$ cat config.mk
export PLATFORM = sky130hd
export DESIGN_NAME = io_onehot_dec
export DESIGN_NICKNAME = d
export VERILOG_FILES = /design/src/rtl/io_dec_pkg.sv /design/src/rtl/io_region_match.sv /design/src/rtl/io_strobe_gen.sv /design/src/rtl/io_reg_slot.sv /design/src/rtl/io_read_or.sv /design/src/rtl/io_onehot_dec.sv
export SDC_FILE = /design/constraint.sdc
export NUM_CORES = 1
export LEC_CHECK = 0
export BUFFER_PORTS_ARGS = -buffer_cell sky130_fd_sc_hd__buf_2
export CORE_MARGIN = 4
export CORE_UTILIZATION = 35
export DETAILED_ROUTE_END_ITERATION = 8
export PLACE_DENSITY = 0.72
export SYNTH_ARGS = -nofsm -noshare
export SYNTH_HDL_FRONTEND = slang
export SYNTH_SLANG_ARGS = --single-unit
$ cat constraint.sdc
create_clock -name clk_i -period 4.7 [get_ports clk_i]
set_clock_uncertainty 0.1 [all_clocks]
set_input_delay 0.94 -clock clk_i [delete_from_list [all_inputs] [get_ports clk_i]]
set_output_delay 0.94 -clock clk_i [all_outputs]
set_load 0.01 [all_outputs]
$ cat src/rtl/io_dec_pkg.sv
package io_dec_pkg;
  typedef struct packed {
    logic hit;
    logic wr;
    logic rd;
  } io_acc_t;

  function automatic logic all_set(input logic [63:0] v, input int w);
    logic r;
    r = 1'b1;
    for (int i = 0; i < 64; i++) if (i < w) r &= v[i];
    return r;
  endfunction
endpackage

$ cat src/rtl/io_region_match.sv
module io_region_match #(
  parameter int ADDR_W = 32,
  parameter int HI_LSB = 10
) (
  input  logic [ADDR_W-1:0] addr_i,
  input  logic              io_en_i,
  output logic              hit_o
);
  localparam int HI_W = ADDR_W - HI_LSB;
  logic [63:0] hi_bits;

  always_comb begin
    hi_bits = '0;
    hi_bits[HI_W-1:0] = addr_i[ADDR_W-1:HI_LSB];
    hit_o = io_en_i & io_dec_pkg::all_set(hi_bits, HI_W);
  end
endmodule

$ cat src/rtl/io_strobe_gen.sv
module io_strobe_gen #(
  parameter int ADDR_W   = 32,
  parameter int NUM_REGS = 8,
  parameter int SEL_LSB  = 2
) (
  input  logic [ADDR_W-1:0]   addr_i,
  input  io_dec_pkg::io_acc_t acc_i,
  output logic [NUM_REGS-1:0] wr_stb_o,
  output logic [NUM_REGS-1:0] rd_stb_o
);
  // one address line per register, one gate per strobe
  for (genvar i = 0; i < NUM_REGS; i++) begin : g_line
    assign wr_stb_o[i] = acc_i.hit & acc_i.wr & addr_i[SEL_LSB+i];
    assign rd_stb_o[i] = acc_i.hit & acc_i.rd & addr_i[SEL_LSB+i];
  end
endmodule

$ cat src/rtl/io_reg_slot.sv
module io_reg_slot #(
  parameter int DATA_W = 32,
  parameter int KEEP_W = 32
) (
  input  logic              clk_i,
  input  logic              rst_ni,
  input  logic              wr_en_i,
  input  logic [DATA_W-1:0] wdata_i,
  output logic [DATA_W-1:0] q_o
);
  logic [KEEP_W-1:0] q_r;

  always_ff @(posedge clk_i or negedge rst_ni) begin
    if (!rst_ni)      q_r <= '0;
    else if (wr_en_i) q_r <= wdata_i[KEEP_W-1:0];
  end

  if (KEEP_W < DATA_W) begin : g_narrow
    assign q_o = {{(DATA_W-KEEP_W){1'b0}}, q_r};
  end else begin : g_full
    assign q_o = q_r;
  end
endmodule

$ cat src/rtl/io_read_or.sv
module io_read_or #(
  parameter int NUM_REGS = 8,
  parameter int DATA_W   = 32
) (
  input  logic [NUM_REGS-1:0]        sel_i,
  input  logic [NUM_REGS*DATA_W-1:0] regs_i,
  output logic [DATA_W-1:0]          rd_data_o
);
  always_comb begin
    rd_data_o = '0;
    for (int i = 0; i < NUM_REGS; i++)
      rd_data_o |= regs_i[i*DATA_W +: DATA_W] & {DATA_W{sel_i[i]}};
  end
endmodule

$ cat src/rtl/io_onehot_dec.sv
module io_onehot_dec #(
  parameter int ADDR_W   = 32,
  parameter int DATA_W   = 32,
  parameter int NUM_REGS = 8,
  parameter int SEL_LSB  = 2,
  parameter int LED_W    = 8
) (
  input  logic                       clk_i,
  input  logic                       rst_ni,
  input  logic [ADDR_W-1:0]          addr_i,
  input  logic [DATA_W-1:0]          wdata_i,
  input  logic                       we_i,
  input  logic                       re_i,
  input  logic                       io_en_i,
  output logic [NUM_REGS-1:0]        wr_stb_o,
  output logic [NUM_REGS-1:0]        rd_stb_o,
  output logic [DATA_W-1:0]          rd_data_o,
  output logic [LED_W-1:0]           led_o,
  output logic [NUM_REGS*DATA_W-1:0] regs_o
);
  localparam int HI_LSB = SEL_LSB + NUM_REGS;

  io_dec_pkg::io_acc_t acc;
  logic hit;

  io_region_match #(.ADDR_W(ADDR_W), .HI_LSB(HI_LSB)) u_match (
    .addr_i (addr_i),
    .io_en_i(io_en_i),
    .hit_o  (hit)
  );

  assign acc = '{hit: hit, wr: we_i, rd: re_i};

  io_strobe_gen #(.ADDR_W(ADDR_W), .NUM_REGS(NUM_REGS), .SEL_LSB(SEL_LSB)) u_stb (
    .addr_i  (addr_i),
    .acc_i   (acc),
    .wr_stb_o(wr_stb_o),
    .rd_stb_o(rd_stb_o)
  );

  for (genvar i = 0; i < NUM_REGS; i++) begin : g_slot
    localparam int KW = (i == 0) ? LED_W : DATA_W;
    io_reg_slot #(.DATA_W(DATA_W), .KEEP_W(KW)) u_slot (
      .clk_i  (clk_i),
      .rst_ni (rst_ni),
      .wr_en_i(wr_stb_o[i]),
      .wdata_i(wdata_i),
      .q_o    (regs_o[i*DATA_W +: DATA_W])
    );
  end

  io_read_or #(.NUM_REGS(NUM_REGS), .DATA_W(DATA_W)) u_rd (
    .sel_i    (rd_stb_o),
    .regs_i   (regs_o),
    .rd_data_o(rd_data_o)
  );

  assign led_o = regs_o[LED_W-1:0];
endmodule

After elaboration in Yosys (flattened, before gate mapping)
Index checks and enable logic that the tools add are counted.

Flip-flop bits (word level): 232. Output and inout bits: 312. Logic and storage cells: 63.

Bitwise gates (word level): 55.

Operators with widths (count): bitwise AND 32 bit (7); bitwise OR 32 bit (7); bitwise AND 1 bit (40); bitwise AND 8 x 32 -> 32 bit (1).

Depth between registers and ports, before layout
Word-level depth: 32. Depth in mapped cells: 6. Depth with buffers taken out: 4.

By module
From an unflattened synthesis, not the netlist that was laid out.

Cells, all modules: 735. Area, all modules: 11482.3 um2.

Modules (own cells, without submodules): io_reg_slot (g_slot[1].u_slot ...) (instances 7, cells an instance 68, area each 1345.0 um2, sequential area each 800.8 um2); io_read_or (instances 1, cells an instance 184, area each 1318.8 um2, sequential area each 0.0 um2); io_reg_slot (g_slot[0].u_slot) (instances 1, cells an instance 42, area each 515.5 um2, sequential area each 200.2 um2); io_strobe_gen (instances 1, cells an instance 17, area each 118.9 um2, sequential area each 0.0 um2); io_onehot_dec (instances 1, cells an instance 8, area each 60.1 um2, sequential area each 0.0 um2); io_region_match (instances 1, cells an instance 8, area each 53.8 um2, sequential area each 0.0 um2).

Worst setup path before layout
OpenSTA, ideal clock, no wires.

Kind: input -> output. Start point: input addr_i[13]. End point: output rd_data_o[10]. Arrival: 2.481 ns. Data required time: 3.660 ns. Setup slack: 1.179 ns. Stages on the path: 6. Buffers on the path: 2. Cell sequence: nand4_1 > nor4_2 > clkbuf_1 > nand3_1 > clkbuf_1 > a31oi_1.

Longest elaborated chain between the ends: 30. Elaborated cells on any way between the ends: 44.

Ends and longest elaborated chain: from (decl) (RTL line io_onehot_dec.sv:10) `input logic [ADDR_W-1:0] addr_i,`; bitwise AND 1 bit * (19 in series) (RTL line io_dec_pkg.sv:11) `for (int i = 0; i < 64; i++) if (i < w) r &= v[i];`; bitwise AND 1 bit * (RTL line io_region_match.sv:15) `hit_o = io_en_i & io_dec_pkg::all_set(hi_bits, HI_W);`; bitwise AND 1 bit * (RTL line io_strobe_gen.sv:14) `assign rd_stb_o[i] = acc_i.hit & acc_i.rd & addr_i[SEL_LSB+i];`; bitwise AND 1 bit (RTL line io_strobe_gen.sv:14); bitwise AND 8 x 32 -> 32 bit or bitwise AND 32 bit (tied branches) (RTL line io_read_or.sv:12) `rd_data_o |= regs_i[i*DATA_W +: DATA_W] & {DATA_W{sel_i[i]}};`; bitwise OR 32 bit (6 in series) (RTL line io_read_or.sv:12); bitwise OR 32 bit * (RTL line io_read_or.sv:12); to (decl) (RTL line io_onehot_dec.sv:17) `output logic [DATA_W-1:0] rd_data_o,`.

Mark *: on every way between the ends. The rest lies on a longest branch, timed or not.

Worst setup path in the final report
Start point: input addr_i[4]. End point: output rd_data_o[13].

Longest elaborated chain between the ends: 8.

Ends and longest elaborated chain (RTL line): bitwise AND 1 bit (io_strobe_gen.sv:14); bitwise AND 32 bit (io_read_or.sv:12); bitwise OR 32 bit (6 in series) (io_read_or.sv:12).

No other way between the ends.

==> metrics.txt <==
status complete, no violations; largest net degree at the start of global routing ~110; sequential power share between 50% and 60%; DR WL/cell 23.6 um; critical path capture point type output pin; worst skew pair latency just over 0.5 ns; clock sinks approximately 230; most common cell after layout, fill and taps aside buf_2; CTS max path bufs 3; Post-DP HPWL between 20000 and 25000 um; register bit count reported by yosys roughly 230; Crit Path Max Fanout 21; Placer Congestion 0.828; Worst-path clk slew 0.06 ns; Pleak about 7.3 nW; n_diodes 0; Syn Inst Count approximately 730; WL final approximately 35000 um; Final Hold Viols 0; postcts setup bufs 0; Port Buf Inserts between 300 and 400; DR vias/cell 5.50; final slew viol count 0; post_cts resized 0; f_max 281 MHz; WP data required roughly 3.7 ns; synth warn 0; Post-Place Setup Slack approximately 1.2 ns; Slew @ Worst Pin between 0.9 and 1 ns; switching pwr 0.000917 W; max_slew headroom about a third; crit path launch type primary input; setup TNS 0 ns; # H-tree levels 1; crit path kind in -> out; root buffer cell clkbuf_16; Util after Layout between 40% and 50%; number of global-route vias before repair around 8000; Die Wd approximately 180 um; row cnt 62; initial drt markers 545; All-Layer GR Usage between 20 and 25%; Initial Util ~36%; final critical-path required period about 3.6 ns; Tcrit/Tclk final 75.6%; TritonRoute pass-1 iters 9; initial antenna violation count 0; P_int 0.00307 W; post-synth top area share 56.6%; class of the worst hold path in -> async; Layout Nets ~1100; WHS about 0.36 ns; Die Height around 180 um; Layout Cells excl Fill 1466; largest cells by area after synthesis dfrtp_1 57%, mux2_2 25%, a22oi_1 4.7%, buf_4 2.9%, a222oi_1 2.3%; # hold bufs at CTS 0; routed vias roughly 8100; Logic pwr share about 4.3%; first-pass GRT wire length between 50000 and 60000 um; RSZ-0062 raised after global routing false; final setup violation count 0; CTS tree yes; clock buffer count from CTS 24; synth unique cells 19; Synth area leader dfrtp_1; Final WS setup between 1 and 1.5 ns; Max Cap Violations 0; worst path arrival time roughly 2.5 ns; Syn-to-layout area delta 27.4%; gr ovfl total 0; io pins ~380; Antenna Nets Post-Route 0; syn avg cell area about 14 um^2; Peak supply drop between 0.2 and 0.25 mV; Die ar. around 0.032 mm^2; Clock power frac between 40% and 50%; # DRC 0; Power Dens Cells just over 300 mW/mm^2; sequential fraction of the synthesis area a little under three fifths; synthesized area 0.0103 mm^2; share of cells above drive strength 1 about three fifths; core box area between 0.02 and 0.03 mm^2; Filler cells 2669; sw frac a little under a quarter; placed cells approximately 1400; commonest non-fill, non-tap cells in the layout 353 x buf_2, 232 x mux2_2, 232 x dfrtp_1, 64 x a22oi_1, 32 x a31oi_1
[metal layers]
metal | up-vias | GRT usage, % | wire length (um) | share of wire [%]
met1 | 4189 | 26.9 | 14100 | 41
met3 | 57 | 4.24 | 2590 | 7.5
met2 | 401 | 34.4 | 16900 | 49
met5 | - | 0 | 0 | 0
li1 | 3421 | - | - | -
met4 | 0 | 6.19 | 1030 | 3.0
[worst max-delay path, cell delays in order]
cell and delay, ns:
buf_2 0.54, buf_4 0.39, a22oi_1 0.14, a31oi_1 0.31
buf_2 0.19
[metrics by stage]
stage               cell area, um^2  power, W
CTS                           13100   0.00405
finish                        13100   0.00399
detailed placement            12300   0.00220
global route                  13100   0.00415
floorplan                     10300   0.00209
global placement              12300   0.00220
[final timing paths]
| check | startpoint | endpoint | slack (ns) | cells after the start |
|---|---|---|---|---|
| min reg2reg | g_slot[1].u_slot.q_o[4]$_DFFE_PN0P_ | g_slot[1].u_slot.q_o[4]$_DFFE_PN0P_ | 0.43 | 1 |
| min in group clk_i | g_slot[1].u_slot.q_o[4]$_DFFE_PN0P_ | g_slot[1].u_slot.q_o[4]$_DFFE_PN0P_ | 0.43 | 1 |
| max in group asynchronous | rst_ni | g_slot[6].u_slot.q_o[8]$_DFFE_PN0P_ | 3.16 | 2 |
| max | addr_i[4] | rd_data_o[13] | 1.15 | 5 |
| max reg2reg | g_slot[5].u_slot.q_o[25]$_DFFE_PN0P_ | g_slot[5].u_slot.q_o[25]$_DFFE_PN0P_ | 3.78 | 1 |
| min | rst_ni | g_slot[2].u_slot.q_o[30]$_DFFE_PN0P_ | 0.36 | 1 |
[flip-flops by register name (all words and copies together), names as in the netlist]
| name | flops |
|---|---|
| g_slot.u_slot.q_r | 8 |
| g_slot.u_slot.q_o | 224 |
[Yosys cell counts, drive strengths merged]
library cell and count:
clkbuf 33, a221oi 8, mux2 232, a31oi 32
dfrtp 232, nand4 13, a222oi 24, and4 8
nor2 1, buf 63, nor4 1, nand3 2
and3 1, conb 1, and2 8, a22o 8
a22oi 64
[cell families (layout without fill, tap and decap cells)]
group	count (synthesis)	after routing	synth area share, %
other cells	1	24	0.0366
compound gates	136	136	10.3
simple gates	34	34	2.28
mux	232	232	25.5
flops	232	232	56.6
buf+inv	96	424	5.23
[power by group through the flow]
stage / clock network, W / registers, W / logic, W
after detailed placement: 0 / 0.00203 / 0.000171
final: 0.00182 / 0.00200 / 0.000171
after global routing: 0.00196 / 0.00200 / 0.000188
after global placement: 0 / 0.00203 / 0.000168
after CTS: 0.00188 / 0.00200 / 0.000171
after floorplan: 0 / 0.00203 / 0.0000560
[final cells by class]
class	instances	area (um^2)	area share, %
sequential	232	5810	44.4
multi-input combinational	426	4000	30.6
timing repair buffer	384	2020	15.5
clock buffer	33	704	5.39
tap	384	480	3.68
clock inverter	7	55.1	0.421
Note: power is estimated with default switching activity, not from simulation.
